[src/rtl/beep_seq_pkg.sv]
package beep_seq_pkg;

  typedef enum logic [1:0] {
    MODE_COUNT     = 2'b00,
    MODE_LONGSHORT = 2'b01,
    MODE_TONE      = 2'b10,
    MODE_COUNT_ALT = 2'b11
  } beepMode_e;

  // strobes from the control to the datapath
  typedef struct packed {
    logic load;        // latch a new pattern and time its first beep
    logic pass;        // with load: single short success beep
    logic gapStart;    // beep ended, another beep follows in this group
    logic pauseStart;  // beep ended, next group follows
    logic beepNext;    // gap or pause ended, time the next beep
  } seqStrobe_t;

  // status from the datapath to the control
  typedef struct packed {
    logic timerDone;
    logic lastBeep;
    logic moreGroups;
    logic patternEmpty;
    logic curHigh;
  } seqStatus_t;

endpackage

[src/rtl/beep_seq_datapath.sv]
module beep_seq_datapath
  import beep_seq_pkg::*;
#(
  parameter int UNIT_TICKS  = 2,
  parameter int SHORT_UNITS = 1,
  parameter int LONG_UNITS  = 3,
  parameter int GAP_UNITS   = 1,
  parameter int PAUSE_UNITS = 4,
  parameter int GROUPS      = 4,
  parameter int COUNT_W     = 3,
  parameter int MASK_W      = 8,
  parameter int LEN_W       = $clog2(MASK_W)
) (
  input  logic                       clk,
  input  logic                       rstN,
  input  seqStrobe_t                 strb,
  input  logic [1:0]                 modeIn,
  input  logic [GROUPS*COUNT_W-1:0]  countsIn,
  input  logic [MASK_W-1:0]          maskIn,
  input  logic [LEN_W-1:0]           lenIn,
  output seqStatus_t                 status
);

  localparam int SHORT_T = UNIT_TICKS * SHORT_UNITS;
  localparam int LONG_T  = UNIT_TICKS * LONG_UNITS;
  localparam int GAP_T   = UNIT_TICKS * GAP_UNITS;
  localparam int PAUSE_T = UNIT_TICKS * PAUSE_UNITS;
  localparam int MAX_A   = (SHORT_T > LONG_T) ? SHORT_T : LONG_T;
  localparam int MAX_B   = (GAP_T > PAUSE_T) ? GAP_T : PAUSE_T;
  localparam int MAX_T   = (MAX_A > MAX_B) ? MAX_A : MAX_B;
  localparam int TIMER_W = $clog2(MAX_T + 1);
  localparam int GIDX_W  = $clog2(GROUPS);
  localparam int BEEP_W  = (COUNT_W > LEN_W + 1) ? COUNT_W : LEN_W + 1;

  beepMode_e            modeReg;
  logic [GROUPS*COUNT_W-1:0] countsReg;
  logic [MASK_W-1:0]    maskReg;
  logic [BEEP_W-1:0]    beepsLeft;
  logic [GIDX_W-1:0]    groupIdx;
  logic [GIDX_W-1:0]    nextIdx;
  logic [TIMER_W-1:0]   timer;
  logic [COUNT_W-1:0]   groupOf [GROUPS];
  logic [COUNT_W-1:0]   nextCount;
  logic                 lastGroup;
  beepMode_e            modeNew;

  for (genvar g = 0; g < GROUPS; g++) begin : g_split
    assign groupOf[g] = countsReg[g*COUNT_W +: COUNT_W];
  end

  function automatic logic isCountMode(beepMode_e m);
    return (m == MODE_COUNT) || (m == MODE_COUNT_ALT);
  endfunction

  function automatic logic [TIMER_W-1:0] beepTicks(beepMode_e m, logic longBit);
    if (m == MODE_LONGSHORT && longBit) return TIMER_W'(LONG_T - 1);
    return TIMER_W'(SHORT_T - 1);
  endfunction

  assign modeNew   = beepMode_e'(modeIn);
  assign nextIdx   = groupIdx + GIDX_W'(1);
  assign lastGroup = (groupIdx == GIDX_W'(GROUPS - 1));
  assign nextCount = lastGroup ? '0 : groupOf[nextIdx];

  always_ff @(posedge clk or negedge rstN) begin
    if (!rstN) begin
      modeReg   <= MODE_COUNT;
      countsReg <= '0;
      maskReg   <= '0;
      beepsLeft <= '0;
      groupIdx  <= '0;
      timer     <= '0;
    end else if (strb.load && strb.pass) begin
      modeReg   <= MODE_COUNT;
      countsReg <= '0;
      maskReg   <= '0;
      beepsLeft <= BEEP_W'(1);
      groupIdx  <= '0;
      timer     <= TIMER_W'(SHORT_T - 1);
    end else if (strb.load) begin
      modeReg   <= modeNew;
      countsReg <= countsIn;
      maskReg   <= maskIn;
      groupIdx  <= '0;
      beepsLeft <= isCountMode(modeNew) ? BEEP_W'(countsIn[COUNT_W-1:0])
                                        : BEEP_W'(lenIn) + BEEP_W'(1);
      timer     <= beepTicks(modeNew, maskIn[MASK_W-1]);
    end else if (strb.gapStart) begin
      timer     <= TIMER_W'(GAP_T - 1);
      beepsLeft <= beepsLeft - BEEP_W'(1);
      maskReg   <= maskReg << 1;
    end else if (strb.pauseStart) begin
      timer     <= TIMER_W'(PAUSE_T - 1);
      groupIdx  <= nextIdx;
      beepsLeft <= BEEP_W'(nextCount);
      maskReg   <= maskReg << 1;
    end else if (strb.beepNext) begin
      timer     <= beepTicks(modeReg, maskReg[MASK_W-1]);
    end else if (timer != '0) begin
      timer     <= timer - TIMER_W'(1);
    end
  end

  assign status.timerDone    = (timer == '0);
  assign status.lastBeep     = (beepsLeft == BEEP_W'(1));
  assign status.moreGroups   = isCountMode(modeReg) && !lastGroup && (nextCount != '0);
  assign status.patternEmpty = isCountMode(modeNew) && (countsIn[COUNT_W-1:0] == '0);
  assign status.curHigh      = (modeReg == MODE_TONE) && maskReg[MASK_W-1];


  timer_count_chk: assert property (@(posedge clk) disable iff (!rstN)
    (timer != '0 && !(strb.load || strb.gapStart || strb.pauseStart || strb.beepNext))
    |=> timer == $past(timer) - TIMER_W'(1));


  gap_needs_beep_chk: assert property (@(posedge clk) disable iff (!rstN)
    strb.gapStart |-> beepsLeft > BEEP_W'(1));

endmodule

[src/rtl/beep_seq_ctrl.sv]
module beep_seq_ctrl
  import beep_seq_pkg::*;
(
  input  logic       clk,
  input  logic       rstN,
  input  logic       start,
  input  logic       passCmd,
  input  seqStatus_t status,
  output seqStrobe_t strb,
  output logic       speakerOn,
  output logic       toneHigh,
  output logic       busy
);

  typedef enum logic [1:0] {ST_IDLE, ST_BEEP, ST_GAP, ST_PAUSE} seqState_e;

  seqState_e state, stateNext;

  always_comb begin
    strb      = '0;
    stateNext = state;
    unique case (state)
      ST_IDLE: begin
        if (passCmd) begin
          strb.load = 1'b1;
          strb.pass = 1'b1;
          stateNext = ST_BEEP;
        end else if (start && !status.patternEmpty) begin
          strb.load = 1'b1;
          stateNext = ST_BEEP;
        end
      end
      ST_BEEP: begin
        if (status.timerDone) begin
          if (!status.lastBeep) begin
            strb.gapStart = 1'b1;
            stateNext     = ST_GAP;
          end else if (status.moreGroups) begin
            strb.pauseStart = 1'b1;
            stateNext       = ST_PAUSE;
          end else begin
            stateNext = ST_IDLE;
          end
        end
      end
      ST_GAP, ST_PAUSE: begin
        if (status.timerDone) begin
          strb.beepNext = 1'b1;
          stateNext     = ST_BEEP;
        end
      end
      default: stateNext = ST_IDLE;
    endcase
  end

  always_ff @(posedge clk or negedge rstN) begin
    if (!rstN) state <= ST_IDLE;
    else       state <= stateNext;
  end

  assign speakerOn = (state == ST_BEEP);
  assign busy      = (state != ST_IDLE);
  assign toneHigh  = speakerOn && status.curHigh;


  busy_rise_chk: assert property (@(posedge clk) disable iff (!rstN)
    $rose(busy) |-> $past(start || passCmd));


  busy_ignore_chk: assert property (@(posedge clk) disable iff (!rstN)
    (busy && (start || passCmd)) |-> !strb.load);

endmodule

[src/rtl/beep_sequencer.sv]
module beep_sequencer
  import beep_seq_pkg::*;
#(
  parameter int UNIT_TICKS  = 2,
  parameter int SHORT_UNITS = 1,
  parameter int LONG_UNITS  = 3,
  parameter int GAP_UNITS   = 1,
  parameter int PAUSE_UNITS = 4,
  parameter int GROUPS      = 4,
  parameter int COUNT_W     = 3,
  parameter int MASK_W      = 8,
  localparam int LEN_W      = $clog2(MASK_W)
) (
  input  logic                      clk,
  input  logic                      rstN,
  input  logic                      startPulse,
  input  logic                      passPulse,
  input  logic [1:0]                modeSel,
  input  logic [GROUPS*COUNT_W-1:0] groupCounts,
  input  logic [MASK_W-1:0]         beepMask,
  input  logic [LEN_W-1:0]          maskLen,
  output logic                      speakerOn,
  output logic                      toneHigh,
  output logic                      busy
);

  seqStrobe_t strb;
  seqStatus_t status;

  beep_seq_datapath #(
    .UNIT_TICKS (UNIT_TICKS),
    .SHORT_UNITS(SHORT_UNITS),
    .LONG_UNITS (LONG_UNITS),
    .GAP_UNITS  (GAP_UNITS),
    .PAUSE_UNITS(PAUSE_UNITS),
    .GROUPS     (GROUPS),
    .COUNT_W    (COUNT_W),
    .MASK_W     (MASK_W),
    .LEN_W      (LEN_W)
  ) i_datapath (
    .clk     (clk),
    .rstN    (rstN),
    .strb    (strb),
    .modeIn  (modeSel),
    .countsIn(groupCounts),
    .maskIn  (beepMask),
    .lenIn   (maskLen),
    .status  (status)
  );

  beep_seq_ctrl i_ctrl (
    .clk      (clk),
    .rstN     (rstN),
    .start    (startPulse),
    .passCmd  (passPulse),
    .status   (status),
    .strb     (strb),
    .speakerOn(speakerOn),
    .toneHigh (toneHigh),
    .busy     (busy)
  );


  tone_on_chk: assert property (@(posedge clk) disable iff (!rstN)
    toneHigh |-> speakerOn);

endmodule

[config.mk]
export PLATFORM = sky130hd
export DESIGN_NAME = beep_sequencer
export DESIGN_NICKNAME = d
export VERILOG_FILES = /design/src/rtl/beep_seq_pkg.sv /design/src/rtl/beep_seq_datapath.sv /design/src/rtl/beep_seq_ctrl.sv /design/src/rtl/beep_sequencer.sv
export SDC_FILE = /design/constraint.sdc
export NUM_CORES = 1
export LEC_CHECK = 0
export ABC_AREA = 1
export ABC_CLOCK_PERIOD_IN_PS = 1900
export CAP_MARGIN = 0
export CORE_MARGIN = 4
export CORE_UTILIZATION = 55
export CTS_BUF_LIST = sky130_fd_sc_hd__clkbuf_2 sky130_fd_sc_hd__clkbuf_4 sky130_fd_sc_hd__clkbuf_8
export DETAILED_ROUTE_END_ITERATION = 10
export DONT_BUFFER_PORTS = 1
export PLACE_DENSITY = 0.76
export SLEW_MARGIN = 20
export SYNTH_ARGS = -nofsm -noshare
export SYNTH_HDL_FRONTEND = slang
export SYNTH_SLANG_ARGS = --single-unit
[constraint.sdc]
create_clock -name clk -period 1.9 [get_ports clk]
set_input_delay 0.095 -clock clk [delete_from_list [all_inputs] [get_ports clk]]
set_output_delay 0.095 -clock clk [all_outputs]
set_load 0.01 [all_outputs]
==> After elaboration in Yosys (flattened, before gate mapping) <==
Index checks and enable logic that the tools add are counted.
W data, S select, Z words.
{ "totals": {"ff_bits": 34, "latch_bits": 0, "mem_bits_rw": 0, "romBits": 0, "output_inout_bits": 3, "word_cells": 113, "memories": 0} }
{ "op_classes": {"add_sub_neg": 4, "mul": 0, "n_div": 0, "order_cmp": 1, "n_eq_ne": 14, "shift": 0, "n_mux": 58, "bitwise": 1, "reduce_logical": 28} }
{ "op_table": {"columns": ["cell", "count"], "rows": [
  ["$mux W4", 15],
  ["$mux W8", 4],
  ["$mux W2", 15],
  ["$mux W12", 2],
  ["$mux W1", 17],
  ["$eq A2 B2 Y1 const B", 6],
  ["$logic_and A1 B1 Y1", 9],
  ["$mux W3", 3],
  ["$reduce_bool A4 Y1", 2],
  ["$sub A4 B1 Y4 const B", 2],
  ["$bmux W3 S2", 1],
  ["$eq A2 B1 Y1 const B", 3],
  ["$logic_not A2 Y1", 3],
  ["$pmux W2 S3", 1],
  ["$reduce_bool A3 Y1", 2],
  ["$reduce_bool A6 Y1", 1],
  ["$add A3 B1 Y4 const B", 1],
  ["$eq A4 B1 Y1 const B", 1],
  ["$logic_not A4 Y1", 1],
  ["$ne A2 B1 Y1 const B", 2],
  ["$reduce_bool A2 Y1", 2],
  ["$ge A3 B3 Y1 const B", 1],
  ["$logic_not A3 Y1", 1],
  ["$ne A3 B2 Y1 const B", 1],
  ["8 further kinds", 10]
]} }

==> Depth between registers and ports, before layout <==
Gate-level depths: netlist of run 1.
{ "logic_depth": {"ltp_word": 22, "ltp_mapped": 13, "depth_no_buf": 12} }

==> By module <==
A second synthesis of run 1 with hierarchy kept.
{ "unflattened": {"hier_cells": 288, "hier_area_um2": 2069.5} }
{ "modules_own_cells": {"columns": ["mod", "n_inst", "cells_each", "area_per_inst_um2", "seq_area_each_um2"], "rows": [
  ["beep_seq_datapath", 1, 255, 1884.3, 800.8],
  ["beep_seq_ctrl", 1, 33, 185.2, 50.0]
]} }

==> Worst setup path before layout of run 1 <==
OpenSTA, ideal clock, no wires.
{ "synth_path": {"kind": "flip-flop to flip-flop", "start": "reg i_datapath.groupIdx[0]", "end": "reg i_datapath.beepsLeft[1]", "setup_ns": 0.122, "arrival_ns": 1.554, "t_required_ns": 1.778, "slack_ns": 0.223, "path_stages_with_launch": 13, "period_less_slack_ns": 1.677, "path_cell_list": "dfrtp_1 > ha_1 > inv_1 > nand3_1 > nand2_1 > nand2_1 > nand3_2 > nand4_4 > nand2_2 > buf_6 > inv_6 > nand2_1 > o21ai_2"} }
{ "synth_between": {"elab_chain_len": 13, "elab_cells_between_ends": 20} }
{ "synth_lines": {"columns": ["item", "line", "rtl"], "rows": [
  ["from (decl)", "beep_seq_datapath.sv:39", "logic [GIDX_W-1:0] groupIdx;"],
  ["from (signal assigned)", "beep_seq_datapath.sv:94", "groupIdx <= nextIdx;"],
  ["$add A2 B1 Y2", "beep_seq_datapath.sv:61", "assign nextIdx = groupIdx + GIDX_W'(1);"],
  ["$not A2 Y3 (implied by the code)", "beep_seq_datapath.sv:63", "assign nextCount = lastGroup ? '0 : groupOf[nextIdx];"],
  ["$bmux W3 S2", "beep_seq_datapath.sv:63", null],
  ["$mux W3 (implied by the code) (2 in a row)", "beep_seq_datapath.sv:63", null],
  ["$mux W3", "beep_seq_datapath.sv:63", null],
  ["$reduce_bool A3 Y1", "beep_seq_datapath.sv:106", "assign status.moreGroups = isCountMode(modeReg) && !lastGroup && (nextCount != '0);"],
  ["$logic_and A1 B1 Y1", "beep_seq_datapath.sv:106", null],
  ["$mux W1", "beep_seq_ctrl.sv:38", "end else if (status.moreGroups) begin"],
  ["$mux W1", "beep_seq_ctrl.sv:35", "if (!status.lastBeep) begin"],
  ["$mux W2", "beep_seq_ctrl.sv:34", "if (status.timerDone) begin"],
  ["$mux W2", "beep_seq_ctrl.sv:22", "unique case (state)"],
  ["$reduce_bool A4 Y1 (no source line)", null, null],
  ["to (signal assigned)", "beep_seq_datapath.sv:85", "beepsLeft <= isCountMode(modeNew) ? BEEP_W'(countsIn[COUNT_W-1:0])"],
  ["to (signal assigned)", "beep_seq_datapath.sv:90", "beepsLeft <= beepsLeft - BEEP_W'(1);"],
  ["to (signal assigned)", "beep_seq_datapath.sv:95", "beepsLeft <= BEEP_W'(nextCount);"],
  ["to (decl)", "beep_seq_datapath.sv:38", "logic [BEEP_W-1:0] beepsLeft;"]
]} }
Parallel ways exist; a longest one is shown, timed or not. The select of a mux whose other input is x is not followed.
A chain may end at the register's enable or synchronous reset.

==> Worst setup path in the final report of run 1 <==
{ "layout_path": {"start": "reg i_datapath.timer[0]", "end": "reg i_datapath.groupIdx[0]"} }
{ "layout_between": {"elab_chain_len": 5, "elab_cells_between_ends": 6} }
{ "layout_lines": {"columns": ["item", "line", "rtl"], "rows": [
  ["from (decl)", "beep_seq_datapath.sv:41", "logic [TIMER_W-1:0] timer;"],
  ["from (signal assigned)", "beep_seq_datapath.sv:79", "timer <= TIMER_W'(SHORT_T - 1);"],
  ["from (signal assigned)", "beep_seq_datapath.sv:87", "timer <= beepTicks(modeNew, maskIn[MASK_W-1]);"],
  ["from (signal assigned)", "beep_seq_datapath.sv:89", "timer <= TIMER_W'(GAP_T - 1);"],
  ["$logic_not A4 Y1 (*)", "beep_seq_datapath.sv:104", "assign status.timerDone = (timer == '0);"],
  ["$mux W2 (*)", "beep_seq_ctrl.sv:34", null],
  ["$mux W2 (*)", "beep_seq_ctrl.sv:22", null],
  ["$ne A3 B3 Y1 (no source line) or $reduce_bool A3 Y1 (tied branches)", null, null],
  ["$reduce_and A2 Y1 (no source line) (*)", null, null]
]} }
Every way passes the cells marked *; elsewhere a longest branch is shown, timed or not.

==> run metrics, run 1 <==
status=completed; final worst path period share=0.918; Post-synth ARST share=1.00; critical path required time=approximately 2.1 ns; top post-synthesis cells by area=dfrtp_1 41%, nand2_1 12%, inv_1 7.7%; Buf/Inv on CP=4; Post-CTS Setup Inserts=0; register share of total power=0.323; Worst setup SP type=register; fin. max-slew vios=0; Setup violations, final=0; Storage cell area=851 um^2; crit-path leading delay family=simple AND/OR/NAND/NOR gates; worst setup margin=0.156 ns; DIE HEIGHT=69.2 um; Root Driver=clkbuf_8; peak supply drop=0.774 mV; dominant synthesized flop cell=dfrtp_1; drt pass-1 iters=6; CTS tree=built; power per cell area=1470 nW/um^2; GRT overflow=0; fin util=0.700; starting density of the core=0.594; CTS Sinks=34; Setup CP Type=register to register; clk buf depth=2; input/output buffers=0; area taken by multi-input logic gates=993 um^2; Ports=32; Psw=1.54 mW; Max-cap violations=0; CP Cell Sequence=inv_1, ha_1, nand2_1, nor2_4, nand2_2, inv_2, nand4_4, buf_4, nand2_1, inv_1, nand2_1, o21ai_0; Setup crit end kind=register; Worst Hold Class=input pin to register; H-Tree Depth=2; Warnings, synthesis=0; drt initial violations=79; Fill cells=288; core box area=3470 um^2; commonest cells after routing, fill and taps aside=65 x nand2_1, 41 x inv_1, 34 x dfrtp_1, 26 x o21ai_0, 15 x nand3_1; Design Power=3.58 mW; WL/cell=around 13 um; Tmin final=between 1.5 and 2 ns; largest net degree at the start of global routing=35; maximum clock rate=0.573 GHz; worst-skew pair later-pin latency=approximately 0.28 ns; clock slew at reported path FFs=roughly 0.070 ns; final hold vios=0; Post-synth EDFFs=0; dpl ws=0.0740 ns; Yosys cell types=33; sequential fraction of the synthesis area=0.413; Area Growth Syn to Fin=17.8%; Critical-path top delay cell=dfrtp_1; die width=69.2 um; overall routed net length=4.44 mm; Layout Skew=about 0.0063 ns; layout cells sized above 1=0.160; Pint=2.04 mW; residual DRC count=0; vias per cell=about 5.3; first-pass GRT wire length=8.23 mm; Total Die Area=4790 um^2; Worst EP arrival=1.90 ns; Synth area leader=dfrtp_1; Final Wtd Congestion=0.898; Total GRT Usage=0.210; Clk pwr share=0.156; via count=roughly 1800; commonest non-fill, non-tap cell in the layout=nand2_1; Leak=1.18 nW; RSZ-0062 raised after global routing=no; FF+latch count, synth=34; Fin Setup TNS=0 ns; antenna violations before repair=0; crit-path max FO=6; post-synth top area share=0.413; cell area after synthesis=around 2100 um^2; average size of a mapped cell=7.87 um^2; via count of the first global-routing pass=1812; # rows=21; Most common cell on crit path=nand2_1; Slew @ Worst Pin=0.378 ns; Post-Synthesis Cells=approximately 260; Logic pwr share=0.521; CP max stage delay=0.37 ns; Ant. Diodes=0; syn nets=300; Net count, final=around 330; Slew HR=0.748; ANT nets after route=0; total CTS buffers=5; DP HPWL=about 3.3 mm; sw frac=0.431
[area by class of cell]
type / count / area share
clock inverter: 1 / 0.00206
sequential: 34 / 0.351
clock buffer: 7 / 0.0371
tap: 46 / 0.0237
inverter: 49 / 0.0784
timing repair buffer: 24 / 0.0990
multi-input combinational: 173 / 0.409
[repair_timing]
item	CTS	global route
resized for setup	0	3
setup endpoints to repair	0	15
hold buffers	15	0
hold endpoints to repair	47	0
[flip-flops by register name (all words and copies together) (netlist names)]
name / cells
i_datapath.beepsLeft: 4
i_datapath.timer: 4
i_datapath.countsReg: 12
i_datapath.groupIdx: 2
i_datapath.maskReg: 8
i_ctrl.state: 2
i_datapath.modeReg: 2
[cell usage after synthesis (4+ instances only)]
cell     number
a21oi_1       6
dfrtp_1      34
ha_1          9
inv_1        42
inv_2         5
nand2_1      65
nand3_1      15
nor2_1        8
nor2_2        4
o21ai_0      26
o21ai_1       9
o22ai_1       4
xnor2_1       4
[cell families (layout without fill, tap and decap cells)]
kind of cell / after synthesis / count (layout) / share of synthesized area
simple gates: 109 / 109 / 0.268
buf+inv: 55 / 81 / 0.114
compound gates: 51 / 51 / 0.134
flops: 34 / 34 / 0.413
fa+ha+maj: 9 / 9 / 0.0546
xor+xnor: 4 / 4 / 0.0170
[stage by stage]
| stage | instance area, um^2 | instances | hold WS, ns |
|---|---|---|---|
| final | 2430 | 334 | 0.0399 |
| after global placement | 2150 | 311 | -0.200 |
| after detailed placement | 2150 | 311 | -0.200 |
| after global routing | 2430 | 334 | 0.0559 |
| after CTS | 2410 | 334 | 0.0371 |
| after floorplan | 2060 | 262 | -0.201 |
[per-layer routing]
layer | track usage | share of wire
met1 | 0.288 | 0.47
met2 | 0.323 | 0.46
met3 | 0.0565 | 0.052
met4 | 0.0651 | 0.016
met5 | 0 | 0
[worst paths after layout]
kind | cells past startpoint | slack (ns) | endpoint | from
worst max-delay path | 12 | 0.16 | i_datapath.groupIdx[0] | i_datapath.timer[0]
worst min-delay path | 3 | 0.04 | i_datapath.maskReg[0] | passPulse
worst max register to register | 12 | 0.16 | i_datapath.groupIdx[0] | i_datapath.timer[0]
worst min register to register | 2 | 0.49 | i_datapath.beepsLeft[1] | i_datapath.beepsLeft[1]
max in group asynchronous | 2 | 1.44 | i_datapath.timer[2] | rstN
min in group asynchronous | 2 | 0.27 | i_datapath.groupIdx[0] | rstN
[worst register-to-register path, cell delays in order, from the launching register on]
cell and delay (ns):
dfrtp_1 0.37, inv_1 0.13, ha_1 0.17, nand2_1 0.11
nor2_4 0.11, nand2_2 0.09, inv_2 0.09, nand4_4 0.11
buf_4 0.18, nand2_1 0.05, inv_1 0.05, nand2_1 0.06
o21ai_0 0.10
[power groups by stage]
stage / Clock [mW] / Sequential [mW] / Combinational (mW)
after floorplan: 0 / 1.14 / 1.43
after global placement: 0 / 1.16 / 1.76
after detailed placement: 0 / 1.17 / 1.79
after CTS: 0.564 / 1.15 / 1.85
after global routing: 0.601 / 1.19 / 2.12
final: 0.556 / 1.16 / 1.86
(Power assumes the default switching activity.)
==> run 2: changes to the inputs <==
--- a/config.mk
+++ b/config.mk
@@ -6,15 +6,14 @@
 export NUM_CORES = 1
 export LEC_CHECK = 0
 export ABC_AREA = 1
-export ABC_CLOCK_PERIOD_IN_PS = 1900
+export ABC_CLOCK_PERIOD_IN_PS = 1600
 export CAP_MARGIN = 0
 export CORE_MARGIN = 4
 export CORE_UTILIZATION = 55
 export CTS_BUF_LIST = sky130_fd_sc_hd__clkbuf_2 sky130_fd_sc_hd__clkbuf_4 sky130_fd_sc_hd__clkbuf_8
 export DETAILED_ROUTE_END_ITERATION = 10
 export DONT_BUFFER_PORTS = 1
-export PLACE_DENSITY = 0.76
-export SLEW_MARGIN = 20
+export PLACE_DENSITY = 0.79
 export SYNTH_ARGS = -nofsm -noshare
 export SYNTH_HDL_FRONTEND = slang
 export SYNTH_SLANG_ARGS = --single-unit
==> constraint.sdc (replaced) <==
create_clock -name clk -period 1.6 [get_ports clk]
set_input_delay 0.08 -clock clk [delete_from_list [all_inputs] [get_ports clk]]
set_output_delay 0.08 -clock clk [all_outputs]
set_load 0.01 [all_outputs]
==> run 2 against run 1 <==
Effect of this change: largest cell class unchanged; power up 54%; the flow now finishes with violations (negative setup slack); combinational power up 88%; largest power group unchanged; critical path depth down 2; utilization up 13 points.
==> run metrics, run 2 (synthesis results as in run 1) <==
Total Die Area=around 4800 um^2; Total GRT Usage=0.239; DP HPWL=approximately 3.7 mm; input/output buffers=0; cell count after placement=~330; clock slew at reported path FFs=0.07 ns; Setup crit end kind=register; Storage cell area=~850 um^2; fin util=0.829; Setup CP Type=register to register; Largest register FFs=12; biggest regs=i_datapath.countsReg (12), i_datapath.maskReg (8); residual DRC count=0; Worst Hold Class=input pin to register; first-pass GRT wire length=just over 9 mm; peak supply drop=1.16 mV; commonest non-fill, non-tap cell in the layout=nand2_1; Tmin final=1.78 ns; Setup violations, final=18; Design Power=5.51 mW; drt pass-1 iters=5; Max-cap violations=0; final hold vios=0; antenna violations before repair=0; WL/cell=16.8 um; Largest Register=i_datapath.countsReg; CTS Sinks=34; drt initial violations=around 130; Layout Skew=~0.0029 ns; final std cells w/o fill=363; starting density of the core=0.594; clk buf depth=2; area taken by multi-input logic gates=1160 um^2; worst-skew pair later-pin latency=roughly 0.29 ns; CTS tree=built; Slew HR=0.789; vias per cell=5.59; ANT nets after route=0; dpl ws=-0.111 ns; final worst path period share=1.11; DIE HEIGHT=69.2 um; GRT overflow=0; # rows=21; Ports=32; Fin Setup TNS=-2.39 ns; critical path required time=1.83 ns; Slew @ Worst Pin=0.313 ns; core box area=~3500 um^2; via count of the first global-routing pass=2002; Root Driver=clkbuf_8; largest net degree at the start of global routing=35; Worst EP arrival=2.01 ns; H-Tree Depth=2; worst setup margin=-0.183 ns; Leak=between 1 and 1.5 nW; overall routed net length=6.10 mm; Net count, final=around 360; die width=69.2 um; Ant. Diodes=0; Final Wtd Congestion=approximately 0.92; via count=2029; total CTS buffers=5; RSZ-0062 raised after global routing=yes; Worst setup SP type=register; Area Growth Syn to Fin=39.5%; layout cells sized above 1=0.372; fin. max-slew vios=0; power per cell area=1920 nW/um^2; status=finished, violations left; commonest cells after routing, fill and taps aside=48 x nand2_1, 36 x inv_1, 34 x dfrtp_1, 30 x buf_4, 22 x o21ai_0; Fill cells=214; crit-path max FO=6; maximum clock rate=0.561 GHz; violations in the final reports=negative setup slack
## run 2: changes by cell type in the layout (fill, tap and decap cells not counted), sizes merged
cell,change
clkinv,-1
buf,+30
## run 2: worst max-delay path, cell delays in order, from the launching register on
cell     delay (ns)
dfrtp_1        0.41
ha_4           0.34
nand3_2        0.12
nand2_2        0.11
nand2_2        0.06
nand3_2        0.10
nand4_4        0.13
nand2_8        0.16
buf_4          0.14
nand3_1        0.07
nand2_1        0.08
## run 2: cell type report
| cell class | count | area share |
|---|---|---|
| inverters | 49 | 0.0688 |
| well taps | 46 | 0.0200 |
| flip-flops and latches | 34 | 0.296 |
| clock buffers | 7 | 0.0292 |
| repair buffers | 54 | 0.181 |
| multi-input cells | 173 | 0.405 |
## run 2: report_power, final
| group | leakage [nW] | switching, mW | internal, mW | total (mW) |
|---|---|---|---|---|
| Clock | 0.0452 | 0.300 | 0.333 | 0.634 |
| Combinational | 0.889 | 1.94 | 1.56 | 3.50 |
| Sequential | 0.450 | 0.171 | 1.21 | 1.38 |
| Total | 1.38 | 2.41 | 3.11 | 5.51 |
## run 2: path summary, 6_finish.rpt
check,slack [ns],to,cells after the start,startpoint
setup / recovery,-0.18,i_datapath.maskReg[7],10,i_datapath.groupIdx[0]
hold / removal,0.03,i_datapath.countsReg[2],2,groupCounts[2]
setup reg to reg,-0.18,i_datapath.maskReg[7],10,i_datapath.groupIdx[0]
hold reg to reg,0.51,i_datapath.beepsLeft[1],2,i_datapath.beepsLeft[1]
max in group asynchronous,1.18,i_ctrl.state[1],2,rstN
min in group asynchronous,0.24,i_datapath.countsReg[0],2,rstN
## run 2: layer usage
metal	global-route usage	vias to the layer above	wire length (um)
met4	0.0803	0	218
met3	0.0652	23	541
met5	0	-	0
met2	0.390	119	3050
met1	0.306	950	2280
li1	-	937	-
## run 2: stage by stage
step | cell area (um^2) | hold WS (ns)
after floorplan | 2100 | -0.216
after global placement | 2310 | -0.215
after detailed placement | 2310 | -0.215
after CTS | 2730 | 0.0141
after global routing | 2870 | 0.0215
final | 2870 | 0.0292
## run 2: what timing repair did
item                       in CTS  in global routing
setup buffers                   9                  4
pin swaps                      14                 10
hold endpoints to repair       47                  0
gates resized for setup        26                 31
hold buffers                   15                  0
gates cloned                    1                  0
setup endpoints to repair      17                 19
==> run 3: changes to the inputs <==
==> constraint.sdc (replaced) <==
create_clock -name clk -period 1.6 [get_ports clk]
set_input_delay 0.16 -clock clk [delete_from_list [all_inputs] [get_ports clk]]
set_output_delay 0.16 -clock clk [all_outputs]
set_load 0.01 [all_outputs]
==> run 3 against run 2 <==
Effect of this change: the run still ends with negative setup slack left; final cell count down 3.0%; non-clock buffer count is 12 lower; critical path type unchanged; largest cell class unchanged; highest routed layer unchanged; register-to-register slack better by 0.10 ns; utilization decreased by 4.3 points; first-iteration DRC count decreased by 22%.
==> run metrics, run 3 (synthesis results as in run 1) <==
status=finished, violations left; violations in the final reports=negative setup slack; total CTS buffers=5; power per cell area=1890 nW/um^2; RSZ-0062 raised after global routing=yes; CTS tree=built; clock slew at reported path FFs=about 0.070 ns; residual DRC count=0; Largest register FFs=12; starting density of the core=0.594; vias per cell=5.29; Ports=32; Ant. Diodes=0; final worst path period share=1.05; WL/cell=14.8 um; Area Growth Syn to Fin=32.2%; Final Wtd Congestion=0.929; # rows=21; clk buf depth=2; worst-skew pair later-pin latency=a little under 0.3 ns; Leak=1.33 nW; dpl ws=-0.154 ns; Worst setup SP type=register; first-pass GRT wire length=just under 9 mm; GRT overflow=0; H-Tree Depth=2; via count=1863; fin util=0.786; drt pass-1 iters=5; Fill cells=249; Setup crit end kind=register; Root Driver=clkbuf_8; largest net degree at the start of global routing=35; peak supply drop=0.984 mV; Worst EP arrival=1.85 ns; final hold vios=0; die width=69.2 um; DIE HEIGHT=69.2 um; commonest non-fill, non-tap cell in the layout=nand2_1; worst setup margin=-0.0785 ns; Slew @ Worst Pin=0.370 ns; crit-path max FO=6; fin. max-slew vios=0; Slew HR=0.751; area taken by multi-input logic gates=1130 um^2; via count of the first global-routing pass=1915; critical path required time=between 1.5 and 2 ns; DP HPWL=3.71 mm; Setup violations, final=18; commonest cells after routing, fill and taps aside=53 x nand2_1, 37 x inv_1, 34 x dfrtp_1, 26 x buf_4, 22 x o21ai_0; Total GRT Usage=0.225; Setup CP Type=register to register; Max-cap violations=0; ANT nets after route=0; antenna violations before repair=0; biggest regs=i_datapath.countsReg (12), i_datapath.maskReg (8); Fin Setup TNS=-0.885 ns; register-to-register setup slack=-0.08 ns; Tmin final=1.68 ns; CTS Sinks=34; Largest Register=i_datapath.countsReg; input/output buffers=0; overall routed net length=5.19 mm; Total Die Area=4790 um^2; Layout Skew=between 0.007 and 0.008 ns; maximum clock rate=slightly below 0.6 GHz; Worst Hold Class=input pin to register; drt initial violations=98; Net count, final=between 300 and 400; Storage cell area=851 um^2; layout cells sized above 1=0.330; core box area=3470 um^2
[run 3: cell types whose count changed in the layout (fill, tap and decap cells not counted), sizes merged]
cell / before / now
clkinv: 1 / 2
dlygate4sd3: 14 / 9
clkbuf: 7 / 8
buf: 40 / 32
[run 3: final cells by class]
cell class                 count  share of cell area
inverter                      49              0.0725
tap                           46              0.0211
multi-input combinational    173               0.414
sequential                    34               0.312
clock buffer                   7              0.0331
clock inverter                 1             0.00184
timing repair buffer          42               0.145
[run 3: worst paths after layout]
kind | start | to | cells past startpoint
max | i_datapath.groupIdx[0] | i_datapath.maskReg[6] | 10
min | groupCounts[8] | i_datapath.countsReg[8] | 2
min reg2reg | i_datapath.beepsLeft[1] | i_datapath.beepsLeft[1] | 2
max in group asynchronous | rstN | i_datapath.beepsLeft[1] | 2
max reg2reg | i_datapath.groupIdx[0] | i_datapath.maskReg[6] | 10
min in group asynchronous | rstN | i_datapath.beepsLeft[2] | 2
[run 3: metal layers]
metal	part of all wire	global-route usage	vias to the layer above	routed length, um
met5	0	0	-	0
met4	0.020	0.0933	0	106
met3	0.052	0.0435	11	268
met2	0.50	0.357	52	2570
met1	0.43	0.299	885	2240
li1	-	-	915	-
[run 3: per-stage QoR]
| stage | hold WS, ns | total power, mW | std cells | area [um^2] |
|---|---|---|---|---|
| floorplan | -0.136 | 3.10 | 262 | 2100 |
| global placement | -0.135 | 3.77 | 328 | 2320 |
| detailed placement | -0.135 | 3.86 | 328 | 2320 |
| CTS | 0.00342 | 4.75 | 348 | 2570 |
| global route | 0.00485 | 5.59 | 352 | 2730 |
| finish | 0.00432 | 5.16 | 352 | 2730 |
[run 3: worst max-delay path, stage by stage, from the launching register on]
cell and delay [ns]:
dfrtp_1 0.42, ha_4 0.28, inv_4 0.07, nand3_2 0.05, nand2_1 0.06, nand2_1 0.07, nand3_2 0.11, nand4_4 0.12
nand2_8 0.16, clkbuf_16 0.16, o21ai_1 0.06
[run 3: what timing repair did]
| item | 4_1_cts | 5_1_grt |
|---|---|---|
| endpoints found under the setup margin | 28 | 29 |
| hold buffers | 10 | 0 |
| pin swaps | 3 | 13 |
| gates resized for setup | 9 | 34 |
| setup buffers | 2 | 3 |
| cloned | 0 | 1 |
| endpoints found under the hold margin | 42 | 0 |
[run 3: power by group]
part           switching (mW)  leakage, nW  internal [mW]
registers               0.172        0.450           1.21
clock network           0.305       0.0517          0.364
logic                    1.73        0.828           1.38
